$ cat src/rtl/adc_acc_pkg.sv
package adc_acc_pkg;

    typedef enum logic [1:0] {
        SEQ_IDLE   = 2'd0,
        SEQ_LAUNCH = 2'd1,
        SEQ_WAIT   = 2'd2
    } seq_state_t;

    localparam int BIT_FREERUN = 5;
    localparam int BIT_LADJ    = 4;
    localparam int CODE_W      = 3;
    localparam logic [7:0] CFG_MASK = 8'h37;

endpackage

$ cat src/rtl/adc_cfg_reg.sv
module adc_cfg_reg
    import adc_acc_pkg::*;
#(
    parameter int MAX_LOG2 = 6,
    parameter int NSEL_W   = 3
) (
    input  logic              clk,
    input  logic              rst_n,
    input  logic              we,
    input  logic [7:0]        wdata,
    output logic [7:0]        cfg_q,
    output logic              freerun,
    output logic              ladj,
    output logic [NSEL_W-1:0] n_sel
);

    logic [7:0]        cfg_r;
    logic [CODE_W-1:0] code;

    always_ff @(posedge clk or negedge rst_n) begin
        if (!rst_n) begin
            cfg_r <= '0;
        end else if (we) begin
            cfg_r <= wdata & CFG_MASK;
        end
    end

    assign cfg_q   = cfg_r;
    assign freerun = cfg_r[BIT_FREERUN];
    assign ladj    = cfg_r[BIT_LADJ];
    assign code    = cfg_r[CODE_W-1:0];

    // reserved codes fold onto the deepest accumulation
    always_comb begin
        if (int'(code) > MAX_LOG2) begin
            n_sel = NSEL_W'(MAX_LOG2);
        end else begin
            n_sel = NSEL_W'(code);
        end
    end

endmodule

$ cat src/rtl/adc_seq_fsm.sv
module adc_seq_fsm
    import adc_acc_pkg::*;
(
    input  logic clk,
    input  logic rst_n,
    input  logic go_cmd,
    input  logic freerun,
    input  logic conv_done,
    input  logic last_smp,
    output logic conv_start,
    output logic busy,
    output logic acc_start,
    output logic smp_take
);

    seq_state_t state, nxt;

    always_comb begin
        nxt = state;
        unique case (state)
            SEQ_IDLE: begin
                if (go_cmd) nxt = SEQ_LAUNCH;              // go
            end
            SEQ_LAUNCH: begin
                nxt = SEQ_WAIT;                            // issue
            end
            SEQ_WAIT: begin
                if (conv_done) begin
                    if (!last_smp)    nxt = SEQ_LAUNCH;    // next
                    else if (freerun) nxt = SEQ_LAUNCH;    // rerun
                    else              nxt = SEQ_IDLE;      // finish
                end
            end
            default: nxt = SEQ_IDLE;
        endcase
    end

    always_ff @(posedge clk or negedge rst_n) begin
        if (!rst_n) begin
            state <= SEQ_IDLE;
        end else begin
            state <= nxt;
        end
    end

    always_comb begin
        conv_start = (state == SEQ_LAUNCH);
        busy       = (state != SEQ_IDLE);
        smp_take   = (state == SEQ_WAIT) && conv_done;
        acc_start  = ((state == SEQ_IDLE) && go_cmd)
                   || (smp_take && last_smp && freerun);
    end

endmodule

$ cat src/rtl/adc_accum.sv
module adc_accum #(
    parameter int SMP_W    = 12,
    parameter int MAX_LOG2 = 6,
    parameter int NSEL_W   = 3,
    parameter int RES_W    = SMP_W + MAX_LOG2
) (
    input  logic              clk,
    input  logic              rst_n,
    input  logic              acc_start,
    input  logic [NSEL_W-1:0] n_sel,
    input  logic              smp_take,
    input  logic [SMP_W-1:0]  smp_in,
    output logic              last_smp,
    output logic              acc_done,
    output logic [RES_W-1:0]  res_q,
    output logic [NSEL_W-1:0] res_n,
    output logic [SMP_W-1:0]  smp_q
);

    localparam int CNT_W = MAX_LOG2 + 1;

    logic [RES_W-1:0]  acc_r;
    logic [CNT_W-1:0]  cnt_r;
    logic [NSEL_W-1:0] n_lat;
    logic [CNT_W-1:0]  cnt_last;
    logic [RES_W-1:0]  sum;

    assign cnt_last = CNT_W'((1 << n_lat) - 1);
    assign last_smp = (cnt_r == cnt_last);
    assign acc_done = smp_take && last_smp;
    assign sum      = ((cnt_r == '0) ? '0 : acc_r) + RES_W'(smp_in);

    always_ff @(posedge clk or negedge rst_n) begin
        if (!rst_n) begin
            acc_r <= '0;
            cnt_r <= '0;
            n_lat <= '0;
            res_q <= '0;
            res_n <= '0;
            smp_q <= '0;
        end else begin
            if (acc_start) begin
                cnt_r <= '0;
                n_lat <= n_sel;
            end
            if (smp_take) begin
                smp_q <= smp_in;
                if (last_smp) begin
                    res_q <= sum;
                    res_n <= n_lat;
                    cnt_r <= '0;
                end else begin
                    acc_r <= sum;
                    cnt_r <= cnt_r + 1'b1;
                end
            end
        end
    end

endmodule

$ cat src/rtl/adc_align.sv
module adc_align #(
    parameter int SMP_W  = 12,
    parameter int OUT_W  = 16,
    parameter int RES_W  = 18,
    parameter int NSEL_W = 3
) (
    input  logic              ladj,
    input  logic [RES_W-1:0]  res_i,
    input  logic [NSEL_W-1:0] res_n,
    input  logic [SMP_W-1:0]  smp_i,
    output logic [RES_W-1:0]  res_o,
    output logic [OUT_W-1:0]  smp_o
);

    localparam int HEAD = OUT_W - SMP_W;

    always_comb begin
        res_o = res_i;
        if (ladj && (int'(res_n) <= HEAD)) begin
            res_o = res_i << (HEAD - int'(res_n));
        end
    end

    always_comb begin
        smp_o = OUT_W'(smp_i);
        if (ladj) begin
            smp_o = OUT_W'(smp_i) << HEAD;
        end
    end

endmodule

$ cat src/rtl/adc_accum_ctrl.sv
module adc_accum_ctrl
    import adc_acc_pkg::*;
#(
    parameter int SMP_W    = 12,
    parameter int MAX_LOG2 = 6,
    parameter int OUT_W    = 16,
    parameter int RES_W    = SMP_W + MAX_LOG2
) (
    input  logic             clk,
    input  logic             rst_n,
    input  logic             cfg_we,
    input  logic [7:0]       cfg_wdata,
    output logic [7:0]       cfg_q,
    input  logic             go_cmd,
    input  logic             rdy_clr,
    input  logic             res_rd,
    output logic             conv_start,
    input  logic             conv_done,
    input  logic [SMP_W-1:0] conv_data,
    output logic             busy,
    output logic             res_rdy,
    output logic [RES_W-1:0] res_data,
    output logic [OUT_W-1:0] smp_data
);

    localparam int NSEL_W = $clog2(MAX_LOG2 + 1);

    logic              freerun, ladj;
    logic [NSEL_W-1:0] n_sel, res_n;
    logic              last_smp, acc_start, smp_take, acc_done;
    logic [RES_W-1:0]  res_q;
    logic [SMP_W-1:0]  smp_q;
    logic              rdy_r;

    adc_cfg_reg #(.MAX_LOG2(MAX_LOG2), .NSEL_W(NSEL_W)) u_cfg (
        .clk(clk), .rst_n(rst_n), .we(cfg_we), .wdata(cfg_wdata),
        .cfg_q(cfg_q), .freerun(freerun), .ladj(ladj), .n_sel(n_sel)
    );

    adc_seq_fsm u_seq (
        .clk(clk), .rst_n(rst_n), .go_cmd(go_cmd), .freerun(freerun),
        .conv_done(conv_done), .last_smp(last_smp), .conv_start(conv_start),
        .busy(busy), .acc_start(acc_start), .smp_take(smp_take)
    );

    adc_accum #(.SMP_W(SMP_W), .MAX_LOG2(MAX_LOG2), .NSEL_W(NSEL_W), .RES_W(RES_W)) u_acc (
        .clk(clk), .rst_n(rst_n), .acc_start(acc_start), .n_sel(n_sel),
        .smp_take(smp_take), .smp_in(conv_data), .last_smp(last_smp),
        .acc_done(acc_done), .res_q(res_q), .res_n(res_n), .smp_q(smp_q)
    );

    adc_align #(.SMP_W(SMP_W), .OUT_W(OUT_W), .RES_W(RES_W), .NSEL_W(NSEL_W)) u_align (
        .ladj(ladj), .res_i(res_q), .res_n(res_n), .smp_i(smp_q),
        .res_o(res_data), .smp_o(smp_data)
    );

    // completion has priority over a clear in the same cycle
    always_ff @(posedge clk or negedge rst_n) begin
        if (!rst_n) begin
            rdy_r <= 1'b0;
        end else if (acc_done) begin
            rdy_r <= 1'b1;
        end else if (rdy_clr || res_rd) begin
            rdy_r <= 1'b0;
        end
    end

    assign res_rdy = rdy_r;

endmodule

$ cat config.mk
export PLATFORM = sky130hd
export DESIGN_NAME = adc_accum_ctrl
export DESIGN_NICKNAME = d
export VERILOG_FILES = /design/src/rtl/adc_acc_pkg.sv /design/src/rtl/adc_cfg_reg.sv /design/src/rtl/adc_seq_fsm.sv /design/src/rtl/adc_accum.sv /design/src/rtl/adc_align.sv /design/src/rtl/adc_accum_ctrl.sv
export SDC_FILE = /design/constraint.sdc
export NUM_CORES = 1
export LEC_CHECK = 0
export ABC_AREA = 1
export BUFFER_PORTS_ARGS = -buffer_cell sky130_fd_sc_hd__buf_2
export CORE_AREA = 2 2 93 95
export CTS_BUF_LIST = sky130_fd_sc_hd__clkbuf_4 sky130_fd_sc_hd__clkbuf_8
export DETAILED_ROUTE_END_ITERATION = 10
export DIE_AREA = 0 0 95 97
export GPL_TIMING_DRIVEN = 0
export PLACE_DENSITY = 0.9
export REMOVE_ABC_BUFFERS = 1
export SLEW_MARGIN = 20
export SYNTH_ARGS = -nofsm -noshare
export SYNTH_HDL_FRONTEND = slang
export SYNTH_SLANG_ARGS = --single-unit
$ cat constraint.sdc
create_clock -name clk -period 3.6 [get_ports clk]
set_input_delay 0.18 -clock clk [delete_from_list [all_inputs] [get_ports clk]]
set_output_delay 0.18 -clock clk [all_outputs]
set_load 0.01 [all_outputs]
* Word level (Yosys, flattened, before mapping)
Cells that the tools add are included.
** Cells by class
- Shift operators :: 2
- Order comparisons :: 2
- Add/sub/neg operators :: 4
- Reduce and logical (&&, ||, !) cells :: 15
- Equality and inequality tests :: 5
- Bitwise operators :: 1
- Mux-type cells :: 14
** Operators by type and width (count)
- $mux W18 :: 2
- $shl A18 B32 Y18 :: 1
- $mux W7 :: 3
- $add A18 B12 Y18 :: 1
- $mux W16 :: 1
- $add A7 B1 Y7 const B :: 1
- $eq A7 B7 Y1 :: 1
- $logic_not A7 Y1 :: 1
- $shl A1 B3 Y7 const A :: 1
- $sub A7 B2 Y7 const B :: 1
- $mux W2 :: 3
- $pmux W2 S3 :: 1
- $reduce_and A2 Y1 :: 3
- $reduce_bool A2 Y1 :: 3
- $logic_and A1 B1 Y1 :: 5
- $ne A2 B2 Y1 const B :: 2
- $sub A3 B3 Y4 const A :: 1
- $gt A3 B3 Y1 const B :: 1
- $le A3 B3 Y1 const B :: 1
- $mux W1 :: 3
- $mux W3 :: 1
- $eq A2 B1 Y1 const B :: 1
- $eq A2 B2 Y1 const B :: 1
- $logic_not A2 Y1 :: 1
- other kinds (2) :: 3
** Word-level totals
- Output and inout port bits :: 45
- Input bits :: 27
- Logic and storage cells :: 52
- Register bits after elaboration :: 69

* Depth between registers and ports, before layout
Gate-level depths: netlist of the first run.
- Depth after elaboration :: 8
- Depth in mapped cells :: 22
- Depth with buffers taken out :: 20

* Hierarchy
From an unflattened synthesis of the first run, not the netlist that was laid out.
** Unflattened totals
- Cell total of the unflattened synthesis :: 721
- Area total of the unflattened synthesis :: 4917.2 um2
** By module, submodules not included
- adc_accum :: times used 1, cells each 458, sequential area each 1526.5 um2, area each 3427.0 um2
- adc_align :: times used 1, cells each 206, sequential area each 0.0 um2, area each 1074.8 um2
- adc_cfg_reg :: times used 1, cells each 31, sequential area each 125.1 um2, area each 242.7 um2
- adc_seq_fsm :: times used 1, cells each 21, sequential area each 50.0 um2, area each 132.6 um2
- adc_accum_ctrl :: times used 1, cells each 5, sequential area each 25.0 um2, area each 40.0 um2

* Least setup slack after synthesis of the first run
Ideal clock, no wire load.
- Path type :: register to register
- Start :: register u_acc.cnt_r[0]
- End :: register u_acc.acc_r[16]
- Library setup time :: 117 ps
- Stages on the path, launching flop included :: 19
- Data required time :: 3483 ps
- Arrival time :: 2824 ps
- Path slack :: 659 ps
- Buffers on the path :: 2
- Clock period less this slack :: 2941 ps
- Path through :: dfrtp_1 > inv_1 > ha_1 > inv_1 > nor2_1 > nand3_1 > buf_2 > buf_1 > nand2_1 > inv_1 > ha_1 > inv_1 > fa_1 > o21ai_0 > nand4_1 > nand3_1 > nand3b_1 > nand3_1 > nand2_1
** On the way
- Word-level cells in the longest chain between the ends :: 3
- Elaborated cells on any way between the ends :: 6
- Classes of those cells :: add/sub: 1; eq/ne: 1; mux: 1; bitwise: 1; reduce/logical: 2
** RTL lines
- start: declaration :: line adc_accum.sv:23 : logic [CNT_W-1:0] cnt_r;
- start signal: assignment :: line adc_accum.sv:54 : cnt_r <= cnt_r + 1'b1;
- $logic_not A7 Y1 / $eq A7 B7 Y1 (equally long branches) :: line adc_accum.sv:31, adc_accum.sv:29
- $mux W18 / $not A1 Y1 (equally long branches)
- $add A18 B12 Y18 / $reduce_and A2 Y1 (equally long branches)
- end signal: assignment :: line adc_accum.sv:53 : acc_r <= sum;
- end: declaration :: line adc_accum.sv:22 : logic [RES_W-1:0] acc_r;
Several ways; a longest one is shown, not always the timed one.
A chain may end at the register's enable or synchronous reset.

* Final worst setup path of the first run
- Start :: register u_acc.res_n[0]
- End :: output port res_data[10]
** On the way
- Word-level cells in the longest chain between the ends :: 3
- Elaborated cells on any way between the ends :: 5
- Classes of those cells :: add/sub: 1; order compare: 1; shift: 1; mux: 1; reduce/logical: 1
** RTL lines
- start: declaration :: line adc_accum.sv:16 : output logic [NSEL_W-1:0] res_n,
- start signal: assignment :: line adc_accum.sv:50 : res_n <= n_lat;
- $sub A3 B3 Y4 / $le A3 B3 Y1 (equally long branches) :: line adc_align.sv:20, adc_align.sv:19
- $shl A18 B32 Y18 / $logic_and A1 B1 Y1 (equally long branches) :: line adc_align.sv:20, adc_align.sv:19
- $mux W18 (*) :: line adc_align.sv:19 : if (ladj && (int'(res_n) <= HEAD)) begin
- end: declaration :: line adc_accum_ctrl.sv:22 : output logic [RES_W-1:0] res_data,
Every way passes the cells marked *; elsewhere a longest branch is shown, timed or not.

==> metrics.csv, run 1 <==
stage,metric,value,unit
power_and_ir_drop,power_density,781,nW/um^2
min_path,min_path_cells,2,
min_path,worstHoldPathType,in -> reg,
critical_path,crit_fanout,19,
power_and_ir_drop,power_frac_clock,0.156,
sta,worst_slew_pin_slew,0.593,ns
critical_path,worst-r2r-setup-slack,0.32,ns
detailed_routing,vias,4705,
detailed_routing,drc,0,
yosys,synth_cell_type_count,38,
clocking,clock_latency,0.36,ns
yosys,synth-seq-area-share,0.363,
power_and_ir_drop,p_leak,0.00296,uW
detailed_routing,drtIter0Drc,317,
yosys,syn-cell-area,4750,um^2
clocking,cts.sinks,69,
yosys,synth_edf_count,0,
yosys,yosys_warnings,0,
sta,setup_viol,0,
yosys,postSynth.asyncResetShare,1.00,
cells_and_area,drive_gt1_frac,0.140,
critical_path,arrival,3.15,ns
sta,finalClockSkew,0.0118,ns
yosys,synth_top_area_share,0.363,
die,io_pins,72,
cells_and_area,antenna_cells,0,
placement,dp.cells,845,
clocking,cts-root-buf,clkbuf_8,
critical_path,crit_type,reg -> out,
clocking,clk_pin_slew,0.08,ns
cells_and_area,area.growth.synth_to_final,11.6,%
global_routing,grt_pass1_vias,4450,
cells_and_area,layout.cells.non_filler,863,
job,maxCapViolations,0,
yosys,synthCells,702,
clocking,numCtsBuffers,9,
detailed_routing,finalWirelength,11.6,mm
placement,port_buffers,65,
yosys,syn_avg_cell_area,6.77,um^2
clocking,clockBufferDepth,2,
sta,setup-tns-final,0,ns
power_and_ir_drop,sw_frac_of_total,0.480,
sta,fin_crit,3.33,ns
sta,max_freq,300,MHz
cells_and_area,nets,797,
die,die_area,9220,um^2
placement,dp.final_hpwl,8.69,mm
die,start_util,0.584,
yosys,ys_ff_latch,69,
yosys,synth_top_area_cell,dfrtp_1,
placement,place_congestion,0.961,
critical_path,reg2reg_depth,16,
global_routing,grt_pass1_wl,19.5,mm
power_and_ir_drop,vdd_drop_max,374,uV
detailed_routing,ant_nets,0,
yosys,synth_common_cells,"nand2_1, inv_1, dfrtp_1, nand3_1, o21ai_0",
power_and_ir_drop,pwr-share-comb,0.550,
sta,slew_headroom,0.604,
run_status,outcome,finished clean,
critical_path,crit_required,3.42,ns
die,rows,33,
global_routing,grt.total_usage,0.265,
sta,rsz0062_at_grt,no,
sta,slew_violations,0,
global_routing,overflow,0,
die,die_x,95,um
detailed_routing,wl_per_cell,13.4,um
yosys,synthFlopType,dfrtp_1,
sta,hold_violations,0,
critical_path,critPathCaptureType,output port,
yosys,synth.area.top_cells,"dfrtp_1, nand2_1, nand3_1",
die,core_area,8130,um^2
power_and_ir_drop,p_seq_frac,0.294,
clocking,h-tree-depth,3,
yosys,yosysMostFrequentCell,nand2_1,
sta,finalCritPeriodShare,0.925,
detailed_routing,drt-vias-per-instance,5.45,
clocking,cts_tree,built,
detailed_routing,drt_first_pass_iters,7,
power_and_ir_drop,p_int,2150,uW
critical_path,start_kind,flop,
power_and_ir_drop,p_switching,1990,uW
global_routing,antenna_found_initial,0,
power_and_ir_drop,total_power,4150,uW
die,die_y,97,um
global_routing,grt_max_degree,38,
## layout make-up
type | instances | area (um^2)
inverters | 89 | 338
well taps | 105 | 131
clock inverters | 5 | 58.8
multi-input cells | 516 | 2540
clock buffers | 11 | 145
fillers | 715 | 2830
repair buffers | 67 | 358
repair inverters | 1 | 5.00
flip-flops and latches | 69 | 1730
## final timing paths
path                                             start                          end
max                         u_acc.res_n[0]$_DFFE_PN0P_                 res_data[10]
min                                          conv_done   u_seq.state[1]$_DFFE_PN0P_
max reg2reg                 u_acc.cnt_r[0]$_DFFE_PN0P_  u_acc.res_q[16]$_DFFE_PN0P_
min reg2reg                u_acc.acc_r[14]$_DFFE_PN0P_  u_acc.acc_r[14]$_DFFE_PN0P_
max in group asynchronous                        rst_n   u_acc.acc_r[8]$_DFFE_PN0P_
min in group asynchronous                        rst_n  u_acc.acc_r[17]$_DFFE_PN0P_
## metal layers
metal,wire [um],up-vias,track usage
li1,-,2335,-
met1,5070,2188,0.334
met2,5700,164,0.456
met3,593,18,0.0428
met4,215,0,0.0948
met5,0,-,0
## cells by family after synthesis
family / after synthesis / synth area share
AOI/OAI and AO/OA: 99 / 0.116
xor gates and xnor gates: 19 / 0.0350
adders and majority gates: 17 / 0.0463
buffers and inverters: 119 / 0.108
DFF: 69 / 0.363
muxes: 2 / 0.00474
other: 1 / 0.000789
and+or+nand+nor: 376 / 0.326
## layout by cell type, fill, tap and decap left out, drive strengths merged, types with 8 or more instances in the layout
master  count
dfrtp      69
ha         16
buf        66
xor2       15
inv        88
o211ai      8
clkbuf     11
nand3      70
o21ai      66
nand2     255
a21oi      14
nor2       41
## power groups by stage
| stage | combinational, uW | sequential, uW | clock [uW] |
|---|---|---|---|
| 2_1_floorplan | 1610 | 1170 | 0 |
| 3_3_place_gp | 2160 | 1210 | 0 |
| 3_5_place_dp | 2220 | 1220 | 0 |
| 4_1_cts | 2250 | 1210 | 654 |
| 5_1_grt | 2590 | 1250 | 686 |
| 6_report | 2280 | 1220 | 646 |
## metrics by stage
step	util	hold WS, ns	setup WS (ns)	cell area (um^2)
floorplan	-	-0.116	0.642	4580
global placement	0.620	0.388	-0.185	5040
detailed placement	0.622	0.153	-0.177	5060
CTS	0.651	0.0169	0.0584	5300
global route	0.652	0.0202	0.0547	5310
finish	0.652	0.0213	0.270	5310
## sequential cells by signal, summed over array words and instances (netlist names)
register	cells
u_acc.acc_r	18
u_acc.res_q	18
u_acc.smp_q	12
u_acc.cnt_r	7
u_cfg.cfg_q	5
u_acc.n_lat	3
u_acc.res_n	3
u_seq.state	2
res_rdy	1
## repair_timing
| action | 4_1_cts | 5_1_grt |
|---|---|---|
| endpoints found under the hold margin | 32 | 0 |
| endpoints found under the setup margin | 16 | 27 |
| hold buffers | 1 | 0 |
| buffers inserted | 0 | 0 |
| gates cloned | 0 | 1 |
| gates resized for setup | 5 | 2 |
## critical path, stage by stage, from the launching register on
cell and delay [ns]:
dfrtp_2 0.56, clkinvlp_4 0.24, ha_2 0.19, inv_1 0.04
ha_1 0.20, nor2_4 0.27, inv_2 0.16, nor2_2 0.21
inv_1 0.09, nor2_4 0.28, inv_1 0.15, o211ai_1 0.22
buf_2 0.16
No activity file was read; power rests on OpenSTA's default activity.
==> run 2: changes to the inputs <==
--- a/config.mk
+++ b/config.mk
@@ -11,7 +11,6 @@
 export CTS_BUF_LIST = sky130_fd_sc_hd__clkbuf_4 sky130_fd_sc_hd__clkbuf_8
 export DETAILED_ROUTE_END_ITERATION = 10
 export DIE_AREA = 0 0 95 97
-export GPL_TIMING_DRIVEN = 0
 export PLACE_DENSITY = 0.9
 export REMOVE_ABC_BUFFERS = 1
 export SLEW_MARGIN = 20
==> run 2 against run 1 <==
Compared with the run above:
- worst setup slack better by 0.0026 ns
- core utilization rose by 0.43 points
- combinational power up 3%
- wire length is 3.4% higher
- first-iteration DRC count rose by 5.7%
- clock skew is 0.0028 ns higher
- clock-buffer cell count down 1
- sequential share of layout area fell by 0.24 points
- final area is 0.66% higher
- largest power group unchanged
- sequential power barely moved
==> metrics.csv, run 2 (synthesized netlist as in run 1, its figures left out) <==
stage,metric,value,unit
critical_path,slowest_stage,dfrtp_1,
detailed_routing,drt_first_pass_iters,5,
die,die_area,9220,um^2
critical_path,crit_fanout,18,
sta,slew_headroom,0.459,
cells_and_area,drive_gt1_frac,0.140,
global_routing,grt.total_usage,0.280,
sta,finalWorstSetupSlack,0.273,ns
critical_path,start_kind,flop,
cells_and_area,nets,803,
clocking,clock_latency,0.36,ns
clocking,h-tree-depth,3,
clocking,numCtsBuffers,9,
cells_and_area,multi_input_area,2520,um^2
global_routing,grt_max_degree,36,
min_path,worstHoldPathType,in -> reg,
die,io_pins,72,
run_status,outcome,finished clean,
critical_path,reg2reg_depth,16,
global_routing,antenna_found_initial,0,
critical_path,arrival,3.15,ns
placement,pre_cts_ws,0.630,ns
sta,finalCritPeriodShare,0.924,
power_and_ir_drop,total_power,4280,uW
critical_path,crit_type,reg -> out,
power_and_ir_drop,vdd_drop_max,353,uV
clocking,cts_setup_buffers,0,
cells_and_area,area.growth.synth_to_final,12.4,%
cells_and_area,layout.cells.non_filler,869,
detailed_routing,drc,0,
job,maxCapViolations,0,
placement,port_buffers,65,
sta,setup-tns-final,0,ns
power_and_ir_drop,p_leak,0.00301,uW
critical_path,worst-r2r-setup-slack,0.61,ns
clocking,clk_pin_slew,0.08,ns
min_path,min-delay-start,cfg_wdata[5],
clocking,cts.sinks,69,
detailed_routing,finalWirelength,12.0,mm
detailed_routing,wl_per_cell,13.8,um
placement,dp.final_hpwl,8.96,mm
die,die_y,97,um
cells_and_area,fillers,733,
detailed_routing,drtIter0Drc,335,
placement,dp.cells,852,
min_path,min_path_cells,3,
critical_path,crit_required,3.42,ns
critical_path,path_common_cell,inv_1,
detailed_routing,vias,4746,
sta,worst_slew_pin_slew,0.811,ns
sta,fin_crit,3.33,ns
die,die_x,95,um
cells_and_area,largestRegisters,"u_acc.acc_r: 18 flops, u_acc.res_q: 18 flops, u_acc.smp_q: 12 flops",
critical_path,r2r_start,u_acc.cnt_r[0]$_DFFE_PN0P_,
cells_and_area,seqCellArea,1730,um^2
clocking,cts-root-buf,clkbuf_8,
power_and_ir_drop,power_density,802,nW/um^2
placement,place_congestion,0.968,
detailed_routing,ant_nets,0,
die,start_util,0.584,
sta,hold_violations,0,
sta,slew_violations,0,
die,core_area,8130,um^2
clocking,cts_tree,built,
critical_path,reg2reg_to,u_acc.acc_r[14]$_DFFE_PN0P_,
clocking,clockBufferDepth,2,
cells_and_area,final_cell_mix,"nand2_1, inv_1, nand3_1, dfrtp_1, buf_2",
critical_path,path_cells,inv_1 > ha_1 > inv_1 > ha_1 > nor2_1 > buf_4 > inv_2 > nor2_2 > inv_1 > nor2_2 > inv_1 > o211ai_1 > buf_2,
cells_and_area,final_common_cell,nand2_1,
cells_and_area,antenna_cells,0,
sta,rsz0062_at_grt,no,
clocking,ctsResizeCount,0,
global_routing,grt_pass1_vias,4461,
global_routing,grt_pass1_wl,20.7,mm
sta,finalClockSkew,0.0147,ns
global_routing,overflow,0,
critical_path,critPathCaptureType,output port,
die,rows,33,
detailed_routing,drt-vias-per-instance,5.46,
sta,max_freq,301,MHz
min_path,whs_endpoint,u_cfg.cfg_q[5]$_DFFE_PN0P_,
sta,setup_viol,0,
critical_path,critPathMaxStageDelay,0.60,ns
[run 2: cell count changes in the layout (fill, tap and decap cells not counted), sizes merged]
cell / delta
clkinvlp: -3
inv: +2
clkbuf: -1
buf: +7
bufinv: +1
[run 2: critical path, delay by kind of cell (launching register included)]
| family | cells | cell delay [ns] |
|---|---|---|
| flip-flops | 1 | 0.60 |
| adder cells (fa/ha/maj) | 2 | 0.32 |
| AO/OA/AOI/OAI | 1 | 0.22 |
| AND/OR/NAND/NOR | 3 | 0.72 |
| buffers and inverters | 7 | 0.95 |
[run 2: worst max-delay path by stage]
stage	to	cells past startpoint	from
floorplan	res_data[1]	11	u_acc.res_n[0]$_DFFE_PN0P_
global placement	u_acc.acc_r[16]$_DFFE_PN0P_	16	u_acc.cnt_r[0]$_DFFE_PN0P_
detailed placement	u_acc.acc_r[14]$_DFFE_PN0P_	16	u_acc.cnt_r[0]$_DFFE_PN0P_
CTS	res_data[10]	13	u_acc.res_n[0]$_DFFE_PN0P_
global route	res_data[10]	13	u_acc.res_n[0]$_DFFE_PN0P_
finish	res_data[10]	13	u_acc.res_n[0]$_DFFE_PN0P_
[run 2: cell type report]
type / count / share of cell area
clock buffer: 10 / 0.0258
inverter: 89 / 0.0625
timing repair buffer: 74 / 0.0740
multi-input combinational: 516 / 0.472
sequential: 69 / 0.323
clock inverter: 6 / 0.0176
tap: 105 / 0.0246
[run 2: power breakdown]
| part | total (uW) | switching [uW] | internal (uW) |
|---|---|---|---|
| Clock | 729 | 314 | 415 |
| Combinational | 2340 | 1520 | 817 |
| Sequential | 1220 | 201 | 1020 |
[run 2: per-stage QoR]
step	hold WS (ns)	area [um^2]	utilization
3_5_place_dp	0.316	5100	0.627
2_1_floorplan	-0.116	4580	-
4_1_cts	0.0258	5340	0.657
5_1_grt	0.0358	5340	0.657
6_report	0.0318	5340	0.657
3_3_place_gp	0.301	5100	0.627
[run 2: metal layers]
metal  GRT usage  share of wire  up-vias
li1            -              -     2342
met1       0.372           0.43     2220
met2       0.466           0.50      159
met3      0.0475          0.053       25
met4      0.0858          0.017        0
met5           0              0        -
[run 2: repair_timing]
item                                    CTS  global route
hold buffers                              1             0
hold endpoints to repair                 34             0
endpoints found under the setup margin    0             0
==> run 3: changes to the inputs <==
--- a/config.mk
+++ b/config.mk
@@ -7,13 +7,14 @@
 export LEC_CHECK = 0
 export ABC_AREA = 1
 export BUFFER_PORTS_ARGS = -buffer_cell sky130_fd_sc_hd__buf_2
-export CORE_AREA = 2 2 93 95
+export CORE_AREA = 2 2 94 96
 export CTS_BUF_LIST = sky130_fd_sc_hd__clkbuf_4 sky130_fd_sc_hd__clkbuf_8
 export DETAILED_ROUTE_END_ITERATION = 10
-export DIE_AREA = 0 0 95 97
-export PLACE_DENSITY = 0.9
+export DIE_AREA = 0 0 96 98
+export PLACE_DENSITY = 0.91
 export REMOVE_ABC_BUFFERS = 1
 export SLEW_MARGIN = 20
 export SYNTH_ARGS = -nofsm -noshare
 export SYNTH_HDL_FRONTEND = slang
+export SYNTH_HIERARCHICAL = 1
 export SYNTH_SLANG_ARGS = --single-unit
==> run 3 against run 2 <==
Compared with the run above:
- combinational power up 6%
- clock power down 18%
- worst setup slack better by 0.17 ns
- clock-buffer cell count down 1
- clock skew about the same
- wire length up 5.3%
- largest power group unchanged
- global-route usage up 0.34 points
- final cell count up 2.4%
- critical path type unchanged
- sequential cell count unchanged
- first-iteration DRC count up 28%
- maximum frequency up 5.4%
==> metrics.csv, run 3 <==
stage,metric,value,unit
critical_path,reg2reg_depth,16,
global_routing,overflow,0,
yosys,synth_common_cells,"nand2_1, nand3_1, inv_1",
sta,fin_crit,3.16,ns
clocking,cts-root-buf,clkbuf_8,
die,io_pins,72,
clocking,clock_latency,0.36,ns
yosys,syn_avg_cell_area,6.82,um^2
clocking,clockBufferDepth,2,
power_and_ir_drop,power_density,808,nW/um^2
clocking,numCtsBuffers,9,
critical_path,r2r_start,u_acc/cnt_r[1]$_DFFE_PN0P_,
die,die_area,9410,um^2
global_routing,antenna_found_initial,0,
clocking,clk_pin_slew,0.09,ns
global_routing,grt_max_degree,42,
yosys,synthFlopType,dfrtp_1,
yosys,synth_edf_count,0,
sta,hold_violations,0,
sta,timing.hold.ws,0.00961,ns
critical_path,crit_fanout,21,
cells_and_area,antenna_cells,0,
die,die_y,98,um
critical_path,critPathMaxStageDelay,0.79,ns
critical_path,slowest_stage,dfrtp_1,
critical_path,crit_required,3.42,ns
power_and_ir_drop,p_leak,0.00314,uW
die,die_x,96,um
detailed_routing,vias,4953,
clocking,postCtsHoldBufs,1,
power_and_ir_drop,vdd_drop_max,351,uV
sta,finalCritPeriodShare,0.876,
critical_path,cp-endpoint,res_data[11],
critical_path,start_kind,flop,
clocking,h-tree-depth,3,
yosys,yosysMostFrequentCell,nand2_1,
detailed_routing,drt-vias-per-instance,5.57,
critical_path,worst-r2r-setup-slack,0.46,ns
critical_path,crit_type,reg -> out,
yosys,postSynth.asyncResetShare,1.00,
cells_and_area,largestRegisters,"u_acc/acc_r: 18 flops, u_acc/res_q: 18 flops, u_acc/smp_q: 12 flops",
yosys,syn-cell-area,4920,um^2
sta,worst_slew_pin_slew,0.933,ns
die,core_area,8470,um^2
detailed_routing,drt_first_pass_iters,7,
sta,slew_headroom,0.378,
sta,slew_violations,0,
clocking,ctsResizeCount,0,
detailed_routing,finalWirelength,12.6,mm
sta,max_freq,317,MHz
critical_path,arrival,2.98,ns
sta,setup_viol,0,
detailed_routing,wl_per_cell,14.2,um
cells_and_area,final_common_cell,nand2_1,
run_status,outcome,finished clean,
global_routing,grt_pass1_wl,21.3,mm
placement,port_buffers,65,
detailed_routing,drc,0,
cells_and_area,area.growth.synth_to_final,10.5,%
min_path,worstHoldPathType,in -> reg,
yosys,synth_top_area_cell,dfrtp_1,
yosys,ys_ff_latch,69,
placement,place_congestion,0.893,
clocking,cts_setup_buffers,0,
sta,rsz0062_at_grt,no,
detailed_routing,drtIter0Drc,428,
cells_and_area,drive_gt1_frac,0.152,
cells_and_area,final_cell_mix,"nand2_1, nand3_1, inv_1, dfrtp_1, buf_2",
critical_path,critPathLaunch,u_acc/res_n[0]$_DFFE_PN0P_,
yosys,synth.area.top_cells,"dfrtp_1, nand2_1, nand3_1",
yosys,synth_cell_type_count,35,
yosys,synth-seq-area-share,0.351,
clocking,cts_tree,built,
cells_and_area,nets,821,
global_routing,grt_pass1_vias,4690,
die,rows,34,
detailed_routing,ant_nets,0,
clocking,cts.sinks,69,
sta,setup-tns-final,0,ns
job,maxCapViolations,0,
die,start_util,0.581,
global_routing,grt.total_usage,0.284,
placement,dp.final_hpwl,9.10,mm
critical_path,path_cells,inv_4 > ha_1 > inv_1 > ha_1 > inv_1 > nand3_2 > inv_2 > nand3_1 > o211ai_1 > buf_2,
yosys,synth_top_area_share,0.351,
critical_path,reg2reg_to,u_acc/acc_r[14]$_DFFE_PN0P_,
yosys,yosys_warnings,6,
critical_path,critPathCaptureType,output port,
yosys,synthCells,721,
sta,finalClockSkew,0.0146,ns
==> run 3: cell types whose count changed in the layout (fill, tap and decap cells not counted), moves of 4 or more <==
cell	change
nand3_2	+4
o21ai_2	+4
inv_2	+4
o21ai_0	-34
nand2_1	+21
o211ai_1	-6
inv_1	-7
a21oi_1	-4
nor2_1	-8
o211ai_2	+4
nand3_1	+47
==> run 3: cells by family after synthesis <==
kind of cell / Yosys count / share of synthesized area
flip-flops: 69 / 0.351
buffers and inverters: 117 / 0.107
adder cells (fa/ha/maj): 17 / 0.0448
AO/OA/AOI/OAI: 60 / 0.0740
XOR/XNOR: 17 / 0.0303
other: 1 / 0.000763
AND/OR/NAND/NOR: 440 / 0.392
==> run 3: layout make-up <==
class                   count  area, um^2
repair buffers             72         380
well taps                 108         135
clock buffers               9         124
fillers                   722        3030
flip-flops and latches     69        1730
clock inverters             7        58.8
inverters                  88         338
multi-input cells         537        2670
==> run 3: where the power goes <==
part           leakage [uW]  switching [uW]  internal, uW
clock network     0.0000804             341           259
registers          0.000900             265          1030
logic               0.00215            1630           863
==> run 3: worst min path at each step <==
stage | slack (ns) | cells after the start | to | startpoint
floorplan | -0.12 | 0 | res_rdy$_DFFE_PN0P_ | rst_n
global placement | 0.35 | 1 | u_acc/smp_q[10]$_DFFE_PN0P_ | rst_n
detailed placement | 0.37 | 1 | u_acc/smp_q[3]$_DFFE_PN0P_ | rst_n
CTS | 0.006 | 3 | u_cfg/cfg_q[5]$_DFFE_PN0P_ | cfg_wdata[5]
global route | 0.03 | 3 | u_cfg/cfg_q[5]$_DFFE_PN0P_ | cfg_wdata[5]
finish | 0.01 | 3 | u_cfg/cfg_q[5]$_DFFE_PN0P_ | cfg_wdata[5]
==> run 3: critical path, delay by kind of cell (launching register included) <==
| kind | cells | cell delay (ns) |
|---|---|---|
| AO/OA/AOI/OAI | 1 | 0.10 |
| flip-flops | 1 | 0.79 |
| buffers and inverters | 5 | 0.86 |
| AND/OR/NAND/NOR | 2 | 0.31 |
| adder cells (fa/ha/maj) | 2 | 0.53 |
==> run 3: routing by layer <==
layer,share of wire,wire length (um),up-vias,GRT usage
met1,0.41,5210,2310,0.379
met3,0.073,920,27,0.0424
li1,-,-,2398,-
met4,0.016,206,0,0.0890
met5,0,0,-,0
met2,0.50,6260,218,0.472
==> run 3: per-stage QoR <==
stage               cell area (um^2)  total power [uW]  setup WS (ns)   util  cells
finish                          5430              4390          0.445  0.642    890
detailed placement              5240              3740          0.548  0.619    873
global route                    5430              4770          0.143  0.642    890
floorplan                       4730              2990          0.758      -    694
CTS                             5430              4360          0.448  0.642    890
global placement                5240              3640          0.662  0.619    873
